`src/rtl/rssi_ctrl_pkg.sv`:
```
package rssi_ctrl_pkg;
  localparam int STATUS_W = 8;

  typedef enum logic [1:0] {
    ST_OFF   = 2'd0,
    ST_ARMED = 2'd1,
    ST_CONV  = 2'd2,
    ST_HALT  = 2'd3
  } rssi_state_e;
endpackage

```
`src/rtl/rssi_qual_timer.sv`:
```
module rssi_qual_timer #(
  parameter int QUAL_CYCLES = 650
) (
  input  logic clk,
  input  logic rst_n,
  input  logic enable,
  input  logic carrier,
  output logic qualified
);
  localparam int CNT_W = $clog2(QUAL_CYCLES + 1);
  localparam logic [CNT_W-1:0] LIMIT = CNT_W'(QUAL_CYCLES);

  logic [CNT_W-1:0] cnt_q;

  // Count consecutive carrier samples; any gap or disarm restarts from zero.
  always_ff @(posedge clk) begin
    if (!rst_n || !enable || !carrier) cnt_q <= '0;
    else if (cnt_q != LIMIT)           cnt_q <= cnt_q + 1'b1;
  end

  assign qualified = enable && carrier && (cnt_q == LIMIT);
endmodule

```
`src/rtl/rssi_conv_seq.sv`:
```
module rssi_conv_seq
  import rssi_ctrl_pkg::*;
(
  input  logic        clk,
  input  logic        rst_n,
  input  logic        rx_en,
  input  logic        qualified,
  input  logic        force_req,
  input  logic        adc_done,
  output rssi_state_e state,
  output logic        adc_start,
  output logic        capture
);
  rssi_state_e state_q, state_d;
  logic        go;

  assign go      = (state_q == ST_ARMED) && (force_req || qualified);
  assign capture = rx_en && (state_q == ST_CONV) && adc_done;

  always_comb begin
    state_d = state_q;
    if (!rx_en) begin
      state_d = ST_OFF;
    end else begin
      unique case (state_q)
        ST_OFF:   state_d = ST_ARMED;
        ST_ARMED: if (go) state_d = ST_CONV;
        ST_CONV:  if (adc_done) state_d = ST_HALT;
        ST_HALT:  state_d = ST_HALT;
        default:  state_d = ST_OFF;
      endcase
    end
  end

  always_ff @(posedge clk) begin
    if (!rst_n) begin
      state_q   <= ST_OFF;
      adc_start <= 1'b0;
    end else begin
      state_q   <= state_d;
      adc_start <= rx_en && go;
    end
  end

  assign state = state_q;
endmodule

```
`src/rtl/rssi_status_reg.sv`:
```
module rssi_status_reg
  import rssi_ctrl_pkg::*;
#(
  parameter int CODE_W = 5
) (
  input  logic                clk,
  input  logic                rst_n,
  input  logic                clear,
  input  logic                capture,
  input  logic [CODE_W-1:0]   code,
  output logic [STATUS_W-1:0] status
);
  localparam int USED_W = CODE_W + 1;

  logic [USED_W-1:0] used_q;

  // Clear wins over capture; the valid flag sits just above the code.
  always_ff @(posedge clk) begin
    if (!rst_n || clear) used_q <= '0;
    else if (capture)    used_q <= {1'b1, code};
  end

  assign status = STATUS_W'(used_q);
endmodule

```
`src/rtl/rssi_conv_ctrl.sv`:
```
module rssi_conv_ctrl
  import rssi_ctrl_pkg::*;
#(
  parameter int QUAL_CYCLES     = 650,
  parameter int CONV_MAX_CYCLES = 650,
  parameter int CODE_W          = 5
) (
  input  logic                clk,
  input  logic                rst_n,
  input  logic                rx_en,
  input  logic                carrier_det,
  input  logic                force_cd,
  output logic                adc_start,
  input  logic                adc_done,
  input  logic [CODE_W-1:0]   adc_code,
  output logic [STATUS_W-1:0] rssi_status
);
  rssi_state_e state;
  logic        qualified;
  logic        capture;

  rssi_qual_timer #(.QUAL_CYCLES(QUAL_CYCLES)) timer_i (
    .clk       (clk),
    .rst_n     (rst_n),
    .enable    (state == ST_ARMED),
    .carrier   (carrier_det),
    .qualified (qualified)
  );

  rssi_conv_seq seq_i (
    .clk       (clk),
    .rst_n     (rst_n),
    .rx_en     (rx_en),
    .qualified (qualified),
    .force_req (force_cd),
    .adc_done  (adc_done),
    .state     (state),
    .adc_start (adc_start),
    .capture   (capture)
  );

  rssi_status_reg #(.CODE_W(CODE_W)) status_i (
    .clk     (clk),
    .rst_n   (rst_n),
    .clear   (!rx_en),
    .capture (capture),
    .code    (adc_code),
    .status  (rssi_status)
  );
endmodule

```
`config.mk`:
```
export PLATFORM = sky130hd
export DESIGN_NAME = rssi_conv_ctrl
export DESIGN_NICKNAME = d
export VERILOG_FILES = /design/src/rtl/rssi_ctrl_pkg.sv /design/src/rtl/rssi_qual_timer.sv /design/src/rtl/rssi_conv_seq.sv /design/src/rtl/rssi_status_reg.sv /design/src/rtl/rssi_conv_ctrl.sv
export SDC_FILE = /design/constraint.sdc
export NUM_CORES = 1
export LEC_CHECK = 0
export ABC_AREA = 1
export BUFFER_PORTS_ARGS = -buffer_cell sky130_fd_sc_hd__buf_2
export CAP_MARGIN = 10
export CORE_MARGIN = 5
export CORE_UTILIZATION = 45
export CTS_BUF_LIST = sky130_fd_sc_hd__clkbuf_2 sky130_fd_sc_hd__clkbuf_4 sky130_fd_sc_hd__clkbuf_8
export DETAILED_ROUTE_END_ITERATION = 16
export GPL_ROUTABILITY_DRIVEN = 0
export MAX_ROUTING_LAYER = met4
export PLACE_DENSITY = 0.76
export SKIP_LAST_GASP = 1
export SYNTH_ARGS = -nofsm -noshare
export SYNTH_HDL_FRONTEND = slang
export SYNTH_SLANG_ARGS = --single-unit
export TNS_END_PERCENT = 20
```
`constraint.sdc`:
```
create_clock -name clk -period 1.7 [get_ports clk]
set_input_delay 0.085 -clock clk [delete_from_list [all_inputs] [get_ports clk]]
set_output_delay 0.085 -clock clk [all_outputs]
set_load 0.1 [all_outputs]
```
; ---- Word level (Yosys, flattened, before mapping)
; Index checks and enable logic that the tools add are counted.
[op_classes]
n_addsub = 1
muxes = 3
eq_ne = 7
reduce_logical = 17
[op_table]
columns = operator, count
row1 = $add A10 B1 Y10 const B, 1
row2 = $eq A10 B10 Y1 const B, 1
row3 = $ne A10 B10 Y1 const B, 1
row4 = $pmux W2 S4, 1
row5 = $logic_and A1 B1 Y1, 6
row6 = $eq A2 B2 Y1 const B, 2
row7 = $logic_not A1 Y1, 4
row8 = $logic_or A1 B1 Y1, 4
row9 = $mux W2, 2
row10 = $reduce_and A2 Y1, 2
row11 = $eq A2 B1 Y1 const B, 1
row12 = $logic_not A2 Y1, 1
row13 = $ne A2 B1 Y1 const B, 1
row14 = $ne A2 B2 Y1 const B, 1
[totals]
reg_bits = 19
output_inout_bits = 9
elab_cells = 32
input_bits = 11

; ---- Depth between registers and ports, before layout
; Gate-level depths: netlist of run 1.
[depth]
word_depth = 7
depth_mapped = 8
depth_no_buf = 8

; ---- Hierarchy
; A second synthesis of run 1 with hierarchy kept.
[hier_totals]
cells_unflattened = 134
hier_area_um2 = 927.1
[by_module_without_submodules]
columns = mod, seq_area_each_um2, area_each_um2, n_inst, cells_per_inst
row1 = rssi_qual_timer, 200.2, 564.3, 1, 83
row2 = rssi_status_reg, 120.1, 220.2, 1, 29
row3 = rssi_conv_seq, 60.1, 128.9, 1, 19
row4 = rssi_conv_ctrl, 0.0, 13.8, 1, 3

; ---- Worst setup path after synthesis of run 1
; No wires, ideal clock.
[synth_timing]
path_kind = reg-to-reg
from = reg status_i.used_q[5] (netlist name)
to = reg status_i.used_q[5]
synth_period_minus_slack_ns = 1.225
required_time_ns = 1.630
setup_ns = 0.070
setup_slack_ns = 0.475
arrival_ns = 1.156
path_stages_with_launch = 3
path_buffers = 0
path_cell_list = dfxtp_1 inv_1 a21oi_1
[synth_lines]
columns = element, line_no
row1 = "end signal, assigned", rssi_status_reg.sv:20  ; else if (capture) used_q <= {1'b1, code};
row2 = "end, declared", rssi_status_reg.sv:15  ; logic [USED_W-1:0] used_q;

; ---- Worst setup path after layout of run 1
[layout_timing]
from = reg timer_i.cnt_q[0]
to = reg timer_i.cnt_q[8]
[layout_between]
elab_chain_len = 1
word_cells_on_any_way = 2
cone_classes = add/sub: 1 / eq/ne: 1
[layout_rtl]
columns = element, line_no
row1 = "start, declared", rssi_qual_timer.sv:13  ; logic [CNT_W-1:0] cnt_q;
row2 = "start signal, assigned", rssi_qual_timer.sv:18  ; else if (cnt_q != LIMIT) cnt_q <= cnt_q + 1'b1;
row3 = $add A10 B1 Y10 or $ne A10 B10 Y1 (tied branches), rssi_qual_timer.sv:18
; Parallel ways exist; a longest one is shown, timed or not.
; A chain may end at the register's enable or synchronous reset.

==> reports/metrics.csv, run 1 <==
stage,metric,value,unit
run_status,status,"complete, no violations",
layout,Non-Filler Instances,156,
global_route,GRT busiest layer,met2,
global_route,first-pass GRT wire length,2800,um
critical_path,Critical Path AT,1490,ps
critical_path,Crit Path Max Fanout,5,
power,VDD IR-drop max,636,uV
clock_tree,cts repair resizes,0,
power,Flop pwr share,0.598,
yosys,Post-synth ARST share,0,
global_route,largest net degree at the start of global routing,12,
floorplanning,# rows,15,
sta,skew final,8.13,ps
yosys,share of the synthesized area in the top cell type,0.441,
sta,hold slack final,69.0,ps
global_route,GR Util met3,0.0609,
layout,share of cells above drive strength 1,0.290,
sta,fmax,778,MHz
sta,Final Hold Fails,0,
yosys,Post-synth EDFFs,0,
floorplanning,core area,1780,um^2
clock_tree,CTS sink count,19,
floorplanning,die area,2890,um^2
floorplanning,width of the die,53.8,um
clock_tree,H-tree Lvls,1,
yosys,Mapped Area,863,um^2
clock_tree,Clock Latency Late Sink,300,ps
detailed_routing,via count,731,
clock_tree,Clock Pin Slew Worst Setup and Hold Paths,110,ps
yosys,flip-flop and latch count after synthesis,19,
yosys,cell taking the most area after synthesis,dfxtp_1,
detailed_routing,Routed WL per cell,10.2,um
layout,Synth-to-Final Area Change,15.1,%
global_route,number of global-route vias before repair,690,
yosys,Synth cell types,24,
sta,RSZ-0062 raised after global routing,false,
global_route,Congestion Overflow GR,0,
clock_tree,Post-CTS Setup Bufs,0,
detailed_routing,DRC Markers,0,
sta,fin crit period,1280,ps
placement,DP Cell Count,152,
power,switching portion of total power,0.242,
layout,Nets,145,
power,NetSw,183,uW
sta,setup TNS,0,ps
global_route,initial antenna violation count,0,
yosys,Syn Inst Count,112,
power,Comb pwr share,0.082,
sta,Final Cycle Share,0.756,
sta,Final Max Tran Viols,0,
power,Int Power,572,uW
global_route,met2 usage in global routing,0.214,
critical_path,CP endpoint kind,register,
power,pwr dens,759,nW/um^2
yosys,sequential fraction of the synthesis area,0.441,
layout,Diodes inserted,0,
clock_tree,TritonCTS Buffers,3,
critical_path,CP Launch Type,register,
detailed_routing,post-DR vias/cell,4.69,
power,Leakage Power,0.405,nW
detailed_routing,"antenna viol nets, final",0,
job,# Max-Cap Violations,0,
floorplanning,# IOs,20,
clock_tree,CTS tree,built,
global_route,GRT Overall Usage,0.138,
clock_tree,hold_buf cts,0,
detailed_routing,DR iter-0 viols,6,
clock_tree,CTS Buffer Depth,2,
yosys,synth warn,0,
detailed_routing,TritonRoute pass-1 iters,3,
floorplanning,Initial Util,0.484,
yosys,top_reg_cell synth,dfxtp_1,
placement,port bufs,17,
sta,Final setup viols,0,
power,clock share of power,0.320,
critical_path,worst path required time,1900,ps
yosys,Synth top cells by count,"19 x dfxtp_1, 18 x inv_1, 15 x a21oi_1",
yosys,top cells by area in the synthesized netlist,"dfxtp_1 44%, a21oi_1 8.7%, inv_1 7.8%",
global_route,routing usage on met1,0.159,
yosys,syn avg cell area,7.71,um^2
floorplanning,DIE HEIGHT,53.8,um
critical_path,crit path kind,reg -> reg,
yosys,most numerous cell in the Yosys netlist,dfxtp_1,
placement,DP Wirelength,1310,um
worst_hold_path,Min-Delay Path Class,in -> reg,
clock_tree,CTS root buffer,clkbuf_4,
detailed_routing,final WL,1590,um
==> worst max-delay path, stage by stage (launching register included) <==
cell and delay [ps]:
dfxtp_1 420, ha_1 190, nand2_1 70, inv_2 80
nand4_2 110, nor2_2 120, nand2_1 50, nor3b_2 140
==> state kept, by name, indices dropped and copies added (netlist names) <==
name	cells
status_i.used_q	6
timer_i.cnt_q	10
seq_i.adc_start	1
seq_i.state	2
==> layer usage <==
metal | vias to the layer above | part of all wire | wire, um
li1 | 391 | - | -
met1 | 324 | 0.45 | 717
met2 | 14 | 0.47 | 748
met3 | 2 | 0.068 | 108
met4 | 0 | 0.0082 | 13
met5 | - | 0 | 0
==> cell families (layout without fill, tap and decap cells) <==
kind of cell | count (synthesis) | after routing | share of synthesized area
AND/OR/NAND/NOR | 36 | 36 | 0.230
adder cells (fa/ha/maj) | 2 | 2 | 0.0290
other | 1 | 2 | 0.00434
flip-flops | 19 | 19 | 0.441
buffers and inverters | 25 | 43 | 0.120
AO/OA/AOI/OAI | 29 | 29 | 0.175
==> final cells by class <==
class | count | area, um^2
fillers | 173 | 790
multi-input cells | 69 | 383
flip-flops and latches | 19 | 380
repair buffers | 17 | 85.1
inverters | 22 | 83.8
well taps | 25 | 31.3
clock buffers | 4 | 30.0
==> path summary, 6_finish.rpt <==
check / startpoint / to / slack (ps) / depth (start not counted)
worst min register to register: status_i.used_q[3] / status_i.used_q[3] / 450 / 2
worst max-delay path: timer_i.cnt_q[0] / timer_i.cnt_q[8] / 420 / 7
worst min-delay path: adc_code[3] / status_i.used_q[3] / 70 / 3
worst max register to register: timer_i.cnt_q[0] / timer_i.cnt_q[8] / 420 / 7
==> through the flow <==
step / util / area [um^2] / setup WS, ps / power (mW)
global route: 0.557 / 993 / 281 / 0.797
finish: 0.557 / 993 / 415 / 0.754
CTS: 0.557 / 993 / 408 / 0.761
detailed placement: 0.540 / 963 / 435 / 0.524
floorplan: - / 867 / 475 / 0.510
global placement: 0.540 / 963 / 472 / 0.522
==> cell usage in the layout, fill, tap and decap left out <==
cell / instances
dfxtp_1: 19
inv_1: 18
buf_2: 17
a21oi_1: 15
nand2_1: 11
nor2_1: 7
o21ai_0: 7
o21ai_1: 5
nand2_2: 4
clkbuf_4: 4
inv_2: 3
nor2_2: 3
nand3_1: 3
nand3_2: 2
nor3_1: 2
ha_1: 2
conb_1: 2
nor2_4: 1
clkinv_2: 1
nand4_1: 1
a21oi_2: 1
o31ai_1: 1
nand4_2: 1
nor3b_2: 1
==> power groups by stage <==
stage	sequential (mW)	clock, mW	combinational [mW]
6_report	0.451	0.241	0.0618
3_5_place_dp	0.462	0	0.0624
3_3_place_gp	0.461	0	0.0605
4_1_cts	0.451	0.247	0.0625
5_1_grt	0.452	0.277	0.0683
2_1_floorplan	0.467	0	0.0432
Note: power is estimated with default switching activity, not from simulation.
==> run 2: changes to the inputs <==
- clock period: 1.7 -> 1.34 ns (I/O delays scaled with it)
==> run 2 against run 1 <==
  * Clock skew is essentially flat
  * Final area grew 0.88%
  * First-iteration DRC count grew 50%
  * Flip-flop and latch count is the same
  * Worst setup slack lost 340 ps
  * Clock power grew 25%
  * Clock-buffer cell count is the same
  * Sequential share of layout area shrank 0.21 points
  * Worst hold slack lost 14 ps
  * Utilization grew 0.49 points
  * Critical path type unchanged
==> reports/metrics.csv, run 2 (synthesized netlist as in run 1, its figures left out) <==
stage,metric,value,unit
critical_path,crit path kind,reg -> reg,
sta,fmax,790,MHz
layout,"Most flops, register",timer_i.cnt_q,
sta,Final Cycle Share,0.945,
critical_path,CP Launch Type,register,
detailed_routing,TritonRoute pass-1 iters,4,
floorplanning,core area,1780,um^2
clock_tree,Clock Latency Late Sink,290,ps
clock_tree,CTS sink count,19,
power,Design Power,955,uW
layout,Nets,145,
layout,Diodes inserted,0,
detailed_routing,Routed WL per cell,10.5,um
clock_tree,Clock Pin Slew Worst Setup and Hold Paths,110,ps
job,# Max-Cap Violations,0,
sta,RSZ-0062 raised after global routing,true,
detailed_routing,DRC Markers,0,
layout,share of cells above drive strength 1,0.313,
global_route,GR Util met3,0.0609,
clock_tree,H-tree Lvls,1,
detailed_routing,DR iter-0 viols,9,
global_route,met2 usage in global routing,0.238,
critical_path,worst path required time,1540,ps
clock_tree,TritonCTS Buffers,3,
critical_path,Worst path max stage delay,410,ps
global_route,GRT busiest layer,met2,
power,pwr dens,953,nW/um^2
global_route,first-pass GRT wire length,2960,um
placement,DP Wirelength,1320,um
layout,highest-count cells in the layout ignoring fill and taps,"18 x inv_1, 18 x dfxtp_1, 17 x buf_2, 15 x a21oi_1, 10 x nand2_1",
critical_path,Critical Path AT,1460,ps
global_route,routing usage on met1,0.159,
clock_tree,CTS Buffer Depth,2,
critical_path,CP endpoint kind,register,
floorplanning,DIE HEIGHT,53.8,um
layout,Final Util,0.562,
global_route,number of global-route vias before repair,758,
worst_hold_path,Min-Delay Path Class,in -> reg,
power,Leakage Power,0.407,nW
sta,Final Hold Fails,0,
global_route,GRT Overall Usage,0.145,
clock_tree,hold_buf cts,0,
clock_tree,CTS tree,built,
sta,Final setup viols,0,
global_route,Congestion Overflow GR,0,
placement,port bufs,17,
floorplanning,die area,2890,um^2
critical_path,critical path cell sequence,ha_1 -> nand2_1 -> inv_2 -> nand4_2 -> nor2_2 -> nand2_1 -> nor3b_2,
detailed_routing,post-DR vias/cell,4.69,
clock_tree,CTS root buffer,clkbuf_4,
critical_path,Crit Path Max Fanout,4,
floorplanning,width of the die,53.8,um
sta,hold slack final,55.1,ps
critical_path,crit path buf inv count,1,
critical_path,most frequent CP cell,nand2_1,
sta,skew final,8.35,ps
detailed_routing,final WL,1630,um
floorplanning,# IOs,20,
sta,Final Max Tran Viols,0,
floorplanning,Initial Util,0.484,
critical_path,Critical Path Slowest Stage Cell,dfxtp_1,
power,VDD IR-drop max,700,uV
global_route,largest net degree at the start of global routing,12,
detailed_routing,via count,732,
detailed_routing,"antenna viol nets, final",0,
layout,Largest register FFs,10,
floorplanning,# rows,15,
critical_path,CP top delay family,simple AND/OR/NAND/NOR gates,
global_route,initial antenna violation count,0,
run_status,status,"complete, no violations",
sta,fin crit period,1270,ps
layout,Synth-to-Final Area Change,16.1,%
run 2: cell counts in the layout (fill, tap and decap cells not counted):
No cell type changed its count.
run 2: cell type report:
cell class                      count  area (um^2)
Multi-Input combinational cell     69          390
Inverter                           22         83.8
Fill cell                         166          781
Sequential cell                    19          382
Timing Repair Buffer               17         85.1
Clock buffer                        4         30.0
Tap cell                           25         31.3
run 2: power by group:
part / internal (mW) / switching [mW] / leakage (nW)
sequential: 0.569 / 0.00370 / 0.154
combinational: 0.0207 / 0.0589 / 0.235
clock: 0.136 / 0.166 / 0.0184
run 2: path summary, 6_finish.rpt:
check                                   startpoint                 end  slack (ps)  depth (start not counted)
worst max-delay path              timer_i.cnt_q[1]    timer_i.cnt_q[8]          70                          7
worst min-delay path                   adc_code[3]  status_i.used_q[3]          60                          3
worst max register to register    timer_i.cnt_q[1]    timer_i.cnt_q[8]          70                          7
worst min register to register  status_i.used_q[3]  status_i.used_q[3]         450                          2
run 2: per-layer routing:
metal  vias up  part of all wire
li1        392                 -
met1       325              0.44
met2        13              0.50
met3         2             0.050
met4         0            0.0049
met5         -                 0
run 2: worst reg2reg max path, cell delays in order (launching register included):
cell	delay, ps
dfxtp_1	410
ha_1	190
nand2_1	70
inv_2	80
nand4_2	100
nor2_2	120
nand2_1	50
nor3b_2	140
run 2: timing repair:
action	CTS	global route
setup buffers	0	0
endpoints found under the setup margin	0	10
gates resized for setup	0	3
run 2: per-stage QoR:
step / setup slack, ps / instance area [um^2] / TNS (ps) / std cells
after global routing: -8.01 / 1000 / -12.5 / 156
after detailed placement: 74.4 / 963 / 0 / 152
after CTS: 56.2 / 993 / 0 / 156
final: 73.9 / 1000 / 0 / 156
after floorplan: 115 / 867 / 0 / 113
after global placement: 112 / 963 / 0 / 152
==> run 3: changes to the inputs <==
- CORE_ASPECT_RATIO: unset -> 0.9
- PLACE_DENSITY: 0.76 -> 0.78
==> run 3 against run 2 <==
  * Clock skew up 3.3 ps
  * Combinational power down 1%
  * Sequential power about the same
  * Flip-flop and latch count unchanged
  * Maximum frequency grew 0.27%
  * Register-to-register slack about the same
  * Via count shrank 1.8%
  * Non-clock buffer count did not move
  * Clock-buffer cell count shrank 1
  * Final area down 0.37%
  * Clock power decreased by 6%
==> reports/metrics.csv, run 3 (synthesized netlist as in run 1, its figures left out) <==
stage,metric,value,unit
layout,"Most flops, register",timer_i.cnt_q,
layout,area of the multi-input gates,388,um^2
layout,"most common cell after layout, fill and taps aside",inv_1,
clock_tree,H-tree Lvls,1,
sta,skew final,11.7,ps
sta,Final Max Tran Viols,0,
critical_path,Critical Path Slowest Stage Cell,dfxtp_2,
detailed_routing,TritonRoute pass-1 iters,4,
job,# Max-Cap Violations,0,
layout,Non-Filler Instances,156,
floorplanning,DIE HEIGHT,51.6,um
critical_path,Worst path max stage delay,380,ps
critical_path,CP top delay family,simple AND/OR/NAND/NOR gates,
power,VDD IR-drop max,609,uV
power,Design Power,935,uW
floorplanning,# IOs,20,
global_route,initial antenna violation count,0,
clock_tree,Clock Latency Late Sink,300,ps
layout,Diodes inserted,0,
floorplanning,Initial Util,0.460,
sta,Final setup viols,0,
clock_tree,TritonCTS Buffers,3,
floorplanning,core area,1880,um^2
power,Leakage Power,0.406,nW
global_route,number of global-route vias before repair,660,
critical_path,crit path buf inv count,1,
layout,filler instances,184,
floorplanning,# rows,15,
layout,Final Util,0.532,
clock_tree,Clock Pin Slew Worst Setup and Hold Paths,110,ps
global_route,GRT Overall Usage,0.128,
detailed_routing,Routed WL per cell,10.3,um
critical_path,Crit Path Max Fanout,5,
run_status,status,"complete, no violations",
detailed_routing,final WL,1600,um
clock_tree,CTS Buffer Depth,2,
sta,fin crit period,1260,ps
detailed_routing,DR iter-0 viols,12,
clock_tree,CTS sink count,19,
layout,Sequential Area,383,um^2
detailed_routing,via count,719,
global_route,first-pass GRT wire length,2780,um
sta,setup TNS,0,ps
clock_tree,Post-CTS Setup Bufs,0,
sta,Final Cycle Share,0.942,
power,pwr dens,936,nW/um^2
critical_path,worst path required time,1550,ps
sta,Final Hold Fails,0,
worst_hold_path,Min-Delay Path Class,in -> reg,
clock_tree,CTS tree,built,
floorplanning,die area,2900,um^2
critical_path,most frequent CP cell,nand2_1,
critical_path,CP endpoint kind,register,
global_route,largest net degree at the start of global routing,12,
detailed_routing,DRC Markers,0,
layout,share of cells above drive strength 1,0.313,
sta,fmax,792,MHz
sta,RSZ-0062 raised after global routing,true,
critical_path,Critical Path AT,1470,ps
layout,Synth-to-Final Area Change,15.7,%
placement,port bufs,17,
clock_tree,CTS root buffer,clkbuf_4,
layout,Nets,145,
sta,hold slack final,35.4,ps
detailed_routing,post-DR vias/cell,4.61,
placement,DP Cell Count,152,
critical_path,crit path kind,reg -> reg,
critical_path,critical path cell sequence,ha_1 -> nand2_1 -> inv_2 -> nand4_2 -> nor2_2 -> nand2_1 -> nor3b_2,
layout,highest-count cells in the layout ignoring fill and taps,"18 x inv_1, 17 x buf_2, 17 x dfxtp_1, 15 x a21oi_1, 11 x nand2_1",
placement,DP Wirelength,1270,um
detailed_routing,"antenna viol nets, final",0,
layout,Largest register FFs,10,
floorplanning,width of the die,56.2,um
global_route,Congestion Overflow GR,0,
critical_path,CP Launch Type,register,
[run 3: final timing paths]
check	from	to	slack, ps	cells after the start
max	timer_i.cnt_q[0]	timer_i.cnt_q[8]	80	7
min	force_cd	seq_i.state[0]	40	4
min reg2reg	status_i.used_q[3]	status_i.used_q[3]	440	2
max reg2reg	timer_i.cnt_q[0]	timer_i.cnt_q[8]	80	7
[run 3: layer usage]
metal | vias up | GRT usage | wire length, um
li1 | 392 | - | -
met1 | 309 | 0.169 | 767
met2 | 13 | 0.177 | 725
met3 | 5 | 0.0521 | 83
met4 | 0 | 0.0435 | 27
met5 | - | - | 0
[run 3: where the power goes]
part           switching (mW)  total, mW  internal [mW]
sequential            0.00371      0.573          0.569
clock                   0.172      0.283          0.111
combinational          0.0580     0.0786         0.0206
[run 3: layout make-up]
| type | count | share of cell area |
|---|---|---|
| Clock buffer | 3 | 0.0226 |
| Clock inverter | 1 | 0.00501 |
| Inverter | 22 | 0.0840 |
| Multi-Input combinational cell | 69 | 0.388 |
| Sequential cell | 19 | 0.383 |
| Tap cell | 25 | 0.0313 |
| Timing Repair Buffer | 17 | 0.0852 |
[run 3: tightest hold or removal path, cell delays in order]
cell and delay [ps]:
buf_2 70, inv_1 40, nand2_2 70, a21oi_1 60
[run 3: stage by stage]
stage	cell area (um^2)	setup slack, ps
global placement	963	89.5
global route	998	-86.5
finish	998	77.2
CTS	991	7.77
floorplan	867	115
detailed placement	963	29.6
[run 3: repair_timing]
item                       4_1_cts  5_1_grt
hold buffers                     0        0
resized for setup                0        3
hold endpoints to repair         0        0
setup endpoints to repair        0       11
